$ cat config.mk
export PLATFORM = sky130hd
export DESIGN_NAME = sync_upd_ctrl
export DESIGN_NICKNAME = d
export VERILOG_FILES = /design/src/rtl/sync_upd_pkg.sv /design/src/rtl/sync_upd_regs.sv /design/src/rtl/sync_upd_timer.sv /design/src/rtl/sync_upd_flags.sv /design/src/rtl/sync_upd_ctrl.sv
export SDC_FILE = /design/constraint.sdc
export NUM_CORES = 1
export LEC_CHECK = 0
export ABC_CLOCK_PERIOD_IN_PS = 1300
export BUFFER_PORTS_ARGS = -buffer_cell sky130_fd_sc_hd__buf_2
export CAP_MARGIN = 15
export CORE_UTILIZATION = 34
export DETAILED_ROUTE_END_ITERATION = 16
export GPL_TIMING_DRIVEN = 1
export HOLD_SLACK_MARGIN = 0.06
export MAX_ROUTING_LAYER = met4
export PLACE_DENSITY = 0.75
export SLEW_MARGIN = 20
export SYNTH_ARGS = -nofsm -noshare
export SYNTH_HDL_FRONTEND = slang
export SYNTH_SLANG_ARGS = --single-unit
$ cat constraint.sdc
create_clock -name clk -period 1.3 [get_ports clk]
set_input_delay 0.26 -clock clk [delete_from_list [all_inputs] [get_ports clk]]
set_output_delay 0.26 -clock clk [all_outputs]
set_load 0.1 [all_outputs]
$ cat src/rtl/sync_upd_pkg.sv
package sync_upd_pkg;

    localparam int unsigned SYNC_CH   = 4;
    localparam int unsigned PER_W     = 4;
    localparam int unsigned CMP_N     = 8;
    localparam int unsigned SEL_W     = $clog2(CMP_N);
    localparam int unsigned REG_W     = 32;

    localparam int unsigned MODE_LSB  = 16;
    localparam int unsigned SRC_BIT   = 20;
    localparam int unsigned SEL_LSB   = 21;

    typedef enum logic [1:0] {
        UPD_MANUAL = 2'd0,
        UPD_AUTO   = 2'd1,
        UPD_DMA    = 2'd2,
        UPD_RSVD   = 2'd3
    } upd_mode_e;

    typedef struct packed {
        logic [SEL_W-1:0]   sel;
        logic               src_cmp;
        upd_mode_e          mode;
        logic [SYNC_CH-1:0] sync;
    } cfg_t;

    function automatic upd_mode_e eff_mode(input upd_mode_e m);
        return (m == UPD_RSVD) ? UPD_MANUAL : m;
    endfunction

endpackage

$ cat src/rtl/sync_upd_regs.sv
module sync_upd_regs
    import sync_upd_pkg::*;
(
    input  logic             clk,
    input  logic             rst_n,
    input  logic             wr_en,
    input  logic [REG_W-1:0] wdata,
    input  logic             wp_sw,
    input  logic             wp_hw,
    output cfg_t             cfg_o,
    output logic [REG_W-1:0] rdata_o
);

    typedef struct packed {
        cfg_t cfg;
    } regs_st_t;

    regs_st_t st_d, st_q;

    always_comb begin
        st_d = st_q;
        if (wr_en && !wp_sw && !wp_hw) begin
            st_d.cfg.sync    = wdata[SYNC_CH-1:0];
            st_d.cfg.mode    = upd_mode_e'(wdata[MODE_LSB +: 2]);
            st_d.cfg.src_cmp = wdata[SRC_BIT];
            st_d.cfg.sel     = wdata[SEL_LSB +: SEL_W];
        end
    end

    always_ff @(posedge clk or negedge rst_n) begin
        if (!rst_n) st_q <= '0;
        else        st_q <= st_d;
    end

    always_comb begin
        rdata_o                      = '0;
        rdata_o[SYNC_CH-1:0]         = st_q.cfg.sync;
        rdata_o[MODE_LSB +: 2]       = st_q.cfg.mode;
        rdata_o[SRC_BIT]             = st_q.cfg.src_cmp;
        rdata_o[SEL_LSB +: SEL_W]    = st_q.cfg.sel;
    end

    assign cfg_o = st_q.cfg;

endmodule

$ cat src/rtl/sync_upd_timer.sv
module sync_upd_timer
    import sync_upd_pkg::*;
#(
    parameter int unsigned CNT_W = PER_W
) (
    input  logic             clk,
    input  logic             rst_n,
    input  logic             period_start,
    input  logic             unlock,
    input  logic [CNT_W-1:0] reload,
    input  upd_mode_e        mode,
    output logic             elapsed_o,
    output logic             upd_o
);

    typedef struct packed {
        logic [CNT_W-1:0] cnt;
        logic             armed;
        logic             upd;
    } tmr_st_t;

    tmr_st_t st_d, st_q;
    logic    elapsed;

    always_comb begin
        st_d    = st_q;
        elapsed = period_start && (st_q.cnt == '0);
        if (period_start) begin
            st_d.cnt = elapsed ? reload : st_q.cnt - 1'b1;
        end
        st_d.armed = unlock || (st_q.armed && !period_start);
        if (eff_mode(mode) == UPD_MANUAL) st_d.upd = period_start && st_q.armed;
        else                              st_d.upd = elapsed;
    end

    always_ff @(posedge clk or negedge rst_n) begin
        if (!rst_n) st_q <= '0;
        else        st_q <= st_d;
    end

    assign elapsed_o = elapsed;
    assign upd_o     = st_q.upd;

endmodule

$ cat src/rtl/sync_upd_flags.sv
module sync_upd_flags
    import sync_upd_pkg::*;
#(
    parameter int unsigned NCMP = CMP_N
) (
    input  logic            clk,
    input  logic            rst_n,
    input  cfg_t            cfg,
    input  logic            elapsed,
    input  logic [NCMP-1:0] cmp_match,
    input  logic            stat_rd,
    input  logic            dma_ack,
    output logic            wr_ready_o,
    output logic            dma_req_o
);

    typedef struct packed {
        logic rdy;
        logic req;
    } flg_st_t;

    flg_st_t st_d, st_q;
    logic    set_rdy, set_req, hit;

    always_comb begin
        hit     = cmp_match[cfg.sel];
        set_rdy = 1'b0;
        set_req = 1'b0;
        case (eff_mode(cfg.mode))
            UPD_AUTO: set_rdy = elapsed;
            UPD_DMA: begin
                set_rdy = cfg.src_cmp ? hit : elapsed;
                set_req = set_rdy;
            end
            default: ;
        endcase
        st_d.rdy = set_rdy || (st_q.rdy && !stat_rd);
        st_d.req = set_req || (st_q.req && !dma_ack);
    end

    always_ff @(posedge clk or negedge rst_n) begin
        if (!rst_n) st_q <= '0;
        else        st_q <= st_d;
    end

    assign wr_ready_o = st_q.rdy;
    assign dma_req_o  = st_q.req;

endmodule

$ cat src/rtl/sync_upd_ctrl.sv
module sync_upd_ctrl
    import sync_upd_pkg::*;
(
    input  logic               clk,
    input  logic               rst_n,
    input  logic               cfg_wr,
    input  logic [REG_W-1:0]   cfg_wdata,
    output logic [REG_W-1:0]   cfg_rdata,
    input  logic               wp_sw,
    input  logic               wp_hw,
    input  logic [PER_W-1:0]   upd_period,
    input  logic               period_start,
    input  logic               unlock,
    input  logic [CMP_N-1:0]   cmp_match,
    input  logic               stat_rd,
    input  logic               dma_ack,
    output logic [SYNC_CH-1:0] sync_mask,
    output logic               upd_pulse,
    output logic               wr_ready,
    output logic               dma_req
);

    cfg_t cfg;
    logic elapsed;

    sync_upd_regs u_regs (
        .clk     (clk),
        .rst_n   (rst_n),
        .wr_en   (cfg_wr),
        .wdata   (cfg_wdata),
        .wp_sw   (wp_sw),
        .wp_hw   (wp_hw),
        .cfg_o   (cfg),
        .rdata_o (cfg_rdata)
    );

    sync_upd_timer #(.CNT_W(PER_W)) u_timer (
        .clk          (clk),
        .rst_n        (rst_n),
        .period_start (period_start),
        .unlock       (unlock),
        .reload       (upd_period),
        .mode         (cfg.mode),
        .elapsed_o    (elapsed),
        .upd_o        (upd_pulse)
    );

    sync_upd_flags #(.NCMP(CMP_N)) u_flags (
        .clk        (clk),
        .rst_n      (rst_n),
        .cfg        (cfg),
        .elapsed    (elapsed),
        .cmp_match  (cmp_match),
        .stat_rd    (stat_rd),
        .dma_ack    (dma_ack),
        .wr_ready_o (wr_ready),
        .dma_req_o  (dma_req)
    );

    assign sync_mask = cfg.sync;

endmodule

# After elaboration in Yosys (flattened, before gate mapping)
# Cells that the tools add are included.
# classes
n_addsub	1
order_cmp	1
eq_ne	3
n_mux	8
reduce_logical	17
# op_table
cell	n
1-bit logical AND	7
1-bit logical NOT	5
2-bit == test (second input constant)	2
4-bit logical NOT	1
3-bit by 4-bit < comparator with 1-bit output (second input constant)	1
1-bit 2-to-1 mux	4
4-bit 2-to-1 mux	1
4-bit by 1-bit subtractor with 4-bit output (second input constant)	1
1-bit binary-select mux with 3-bit select	1
1-bit logical OR	3
2-bit by 1-bit == test with 1-bit output (second input constant)	1
2-bit logical NOT	1
2-bit 2-to-1 mux	1
1-bit one-hot mux with 2 select lines	1
# word_totals
ff_bits	18
input_bits	53
out_inout_bits	39
elab_cells	39

# Depth between registers and ports, before layout
# depth
word_depth	5
mapped_depth	7

# Modules after synthesis
# From an unflattened synthesis, not the netlist that was laid out.
# hier_totals
hier_cells	108
area_unflattened_um2	1189.9
# modules_own_cells
module	instances	cells_per_inst	area_each_um2	seq_area_each_um2
sync_upd_regs	1	55	630.6	250.2
sync_upd_timer	1	34	352.8	150.1
sync_upd_flags	1	19	206.4	50.0

# Least setup slack after synthesis
# Ideal clock, no wire load.
# synth_path
kind	reg2reg
from	register u_regs.st_q (netlist bit u_regs.cfg_o[7])
to	register u_flags.st_q (netlist bit u_flags.wr_ready_o)
setup_ns	0.128
arrival_ns	1.984
setup_slack_ns	-0.813
stages_incl_launch_ff	5
synth_period_minus_slack_ns	2.113
cell_sequence	dfrtp_1 > mux4_2 > nand2b_4 > a31oi_1 > o22ai_1
# synth_rtl
item	line_no	rtl
from (decl)	sync_upd_regs.sv:18	regs_st_t st_d, st_q;
from (signal assigned)	sync_upd_regs.sv:32	else st_q <= st_d;
to (signal assigned)	sync_upd_flags.sv:43	else st_q <= st_d;
to (decl)	sync_upd_flags.sv:22	flg_st_t st_d, st_q;

==> results.py <==
metrics = {
    "drt": {
        "wirelength_um": 2560,
        "dr.first_iter.drc_count": 6,
        "router_iterations_before_antenna_repair": 2,
        "avgViaCountPerCell": 4.29,
        "detailroute.via_count": 932,
        "antenna_left": 0,
        "route.detailed.drc": 0,
        "routedWlPerCell_um": 11.8,
    },
    "pwr": {
        "vdd_ir_drop_max_v": 0.000740,
        "p_leak_nw": 0.893,
        "p_per_area_mw_per_mm2": 1930,
    },
    "sta": {
        "setup_ws_ns": -0.199,
        "final-max-slew-violation-count": 0,
        "fin_crit_ns": 1.50,
        "clock.fmax_ghz": 0.667,
        "skew_ns": 0.000747,
        "finalCritPeriodShare": 1.15,
        "rsz_0062_raised_after_global_routing": "yes",
        "setup_tns_ns": -0.698,
        "final_hold_viol_count": 0,
        "finalSetupViolCount": 9,
    },
    "yosys": {
        "synth-async-reset-ratio": 1.00,
        "synth-edff-count": 0,
        "synth_top_cell_by_area": "dfrtp_1",
        "synth_cells": 106,
        "synth_area_sq_mm": 0.00110,
        "synthFlopType": "dfrtp_1",
        "yosys.cell_types.count": 30,
        "share_of_yosys_cell_area_claimed_by_the_top_area_cell_type": 0.410,
        "ys_top_cells_by_area": "dfrtp_1 41%, buf_4 18%, mux2_2 9.2%",
        "synth-seq-cells": 18,
        "synth_area_per_cell_sq_um": 10.4,
        "synth_sequential_area_ratio": 0.410,
        "synth_warnings": 0,
    },
    "final_layout": {
        "mostFrequentLayoutCell": "buf_2",
        "layout_common_cells": "30 x buf_2, 22 x conb_1, 17 x buf_4, 17 x buf_12",
        "layout-drive-gt1-share": 0.624,
        "insertedDiodeCount": 0,
        "area.growth.synth_to_final_pct": 68.3,
        "final_nets": 231,
        "post-route-cell-area_sq_mm": 0.00185,
    },
    "placed_design": {
        "port_buffers": 47,
        "dpl-instance-area_sq_mm": 0.00170,
        "place_congestion": 0.813,
        "place.detailed.hpwl_um": 1890,
        "dp_slack_ns": -0.191,
    },
    "worst_setup_path": {
        "worstPathArrival_ns": 1.69,
        "crit_fanout": 4,
        "cpPeakStageDelay_ns": 0.52,
        "worst_setup_path_end_kind": "register",
        "timing.critical_path.slowest_stage_cell": "dfrtp_4",
        "start_kind": "register",
        "worst-endpoint-required_ns": 1.49,
        "setup.worst_path.class": "reg -> reg",
        "path_cells": "mux2_2, o311a_1, a31oi_1, o22ai_1",
    },
    "run_status": {
        "violations": "setup timing",
        "run_status": "finished, violations left",
    },
    "run": {
        "max_cap_violations": 0,
    },
    "clock_tree": {
        "clock_sink_count": 18,
        "clock_insertion_delay_worst_skew_ns": 0.30,
        "cts_root_buf": "clkbuf_4",
        "tritoncts": "built",
        "clk_pin_slew_ns": 0.11,
        "h-tree-depth": 1,
        "cts_max_path_buffers": 2,
        "number_of_cts_inserted_buffers": 3,
    },
    "floorplanning": {
        "floorplan.die_area_sq_mm": 0.00347,
        "floorplan.io_pins": 92,
        "floorplan.core_area_sq_mm": 0.00305,
        "die_x_um": 58.9,
        "fp.dieH_um": 58.9,
        "core.rowCount": 20,
        "effective_utilization_at_floorplan": 0.360,
    },
    "grt": {
        "grt_start_max_net_pins": 19,
        "grt_first_pass_wirelength_um": 3900,
        "grt_pass1_vias": 877,
        "groute.usage.overall": 0.154,
        "number_of_antenna_violations_at_the_first_check_in_global_routing": 0,
        "grt_overflow": 0,
    },
    "worst_hold_path": {
        "hold_path.class": "in -> reg",
    },
}
## repair_timing
item | in CTS | in global routing
setup endpoints to repair | 10 | 12
hold buffers | 1 | 0
pin swaps | 3 | 2
resized for setup | 7 | 11
hold endpoints to repair | 18 | 0
buffers inserted | 0 | 4
## metal layers
layer / share of wire / track usage / routed length (um) / up-vias
met5: 0 / - / 0 / -
met4: 0.025 / 0.0714 / 65 / 0
met3: 0.046 / 0.0198 / 118 / 7
met2: 0.52 / 0.256 / 1330 / 41
met1: 0.41 / 0.184 / 1040 / 433
li1: - / - / - / 451
## synthesized netlist by cell type, drive strengths merged (2+ instances only)
master	count
inv	6
buf	29
dfrtp	18
ha	4
nor3	2
nor2	2
o21ai	5
a31oi	2
nand3	2
nand2	4
mux2	9
a21oi	6
nand3b	2
nor2b	2
## final cells by class
type	instances	area, sq um
Tap cell	44	55.1
Multi-Input combinational cell	74	564
Clock buffer	4	36.3
Inverter	6	22.5
Timing Repair Buffer	71	696
Fill cell	262	1200
Sequential cell	18	477
## worst paths after layout
check	startpoint	to	slack [ns]	cells after the start
setup reg to reg	u_regs.cfg_o[7]$_DFFE_PN0P_	u_flags.wr_ready_o$_DFF_PN0_	-0.20	4
max in group asynchronous	rst_n	u_regs.cfg_o[1]$_DFFE_PN0P_	0.55	2
hold / removal	unlock	u_timer.st_q[1]$_DFF_PN0_	0.13	2
min in group asynchronous	rst_n	u_regs.cfg_o[7]$_DFFE_PN0P_	0.43	2
setup / recovery	u_regs.cfg_o[7]$_DFFE_PN0P_	u_flags.wr_ready_o$_DFF_PN0_	-0.20	4
hold reg to reg	u_timer.st_q[1]$_DFF_PN0_	u_timer.st_q[1]$_DFF_PN0_	0.51	1
## power by group
part           total [mW]  internal [mW]  switching (mW)
registers           0.898          0.718           0.179
logic                2.31          0.903            1.41
clock network       0.358          0.171           0.187
## critical path, delay by kind of cell, from the launching register on
family	cells	cell delay (ns)
compound gates	3	0.59
flops	1	0.52
mux	1	0.28
## sequential cells by signal (all words and copies together), names as in the netlist
signal,cells
u_regs.cfg_o,10
u_flags.dma_req_o,1
u_timer.st_q,5
u_flags.wr_ready_o,1
u_timer.upd_o,1
## cells by family (layout without fill, tap and decap cells)
group / Yosys count / after routing / synth area share
AOI/OAI and AO/OA: 19 / 19 / 0.105
and+or+nand+nor: 18 / 18 / 0.101
other: 1 / 22 / 0.00341
buffers and inverters: 35 / 81 / 0.214
muxes: 11 / 11 / 0.122
adders and majority gates: 4 / 4 / 0.0455
DFF: 18 / 18 / 0.410
## stage by stage
| step | hold slack [ns] | total power [mW] | util | instances |
|---|---|---|---|---|
| after global routing | 0.128 | 3.72 | 0.606 | 217 |
| after floorplan | -0.0356 | 2.29 | - | 127 |
| final | 0.132 | 3.57 | 0.606 | 217 |
| after CTS | 0.122 | 3.43 | 0.580 | 213 |
| after detailed placement | 0.220 | 3.00 | 0.556 | 208 |
| after global placement | 0.211 | 2.97 | 0.556 | 208 |
Power figures use the tool's default switching activity.
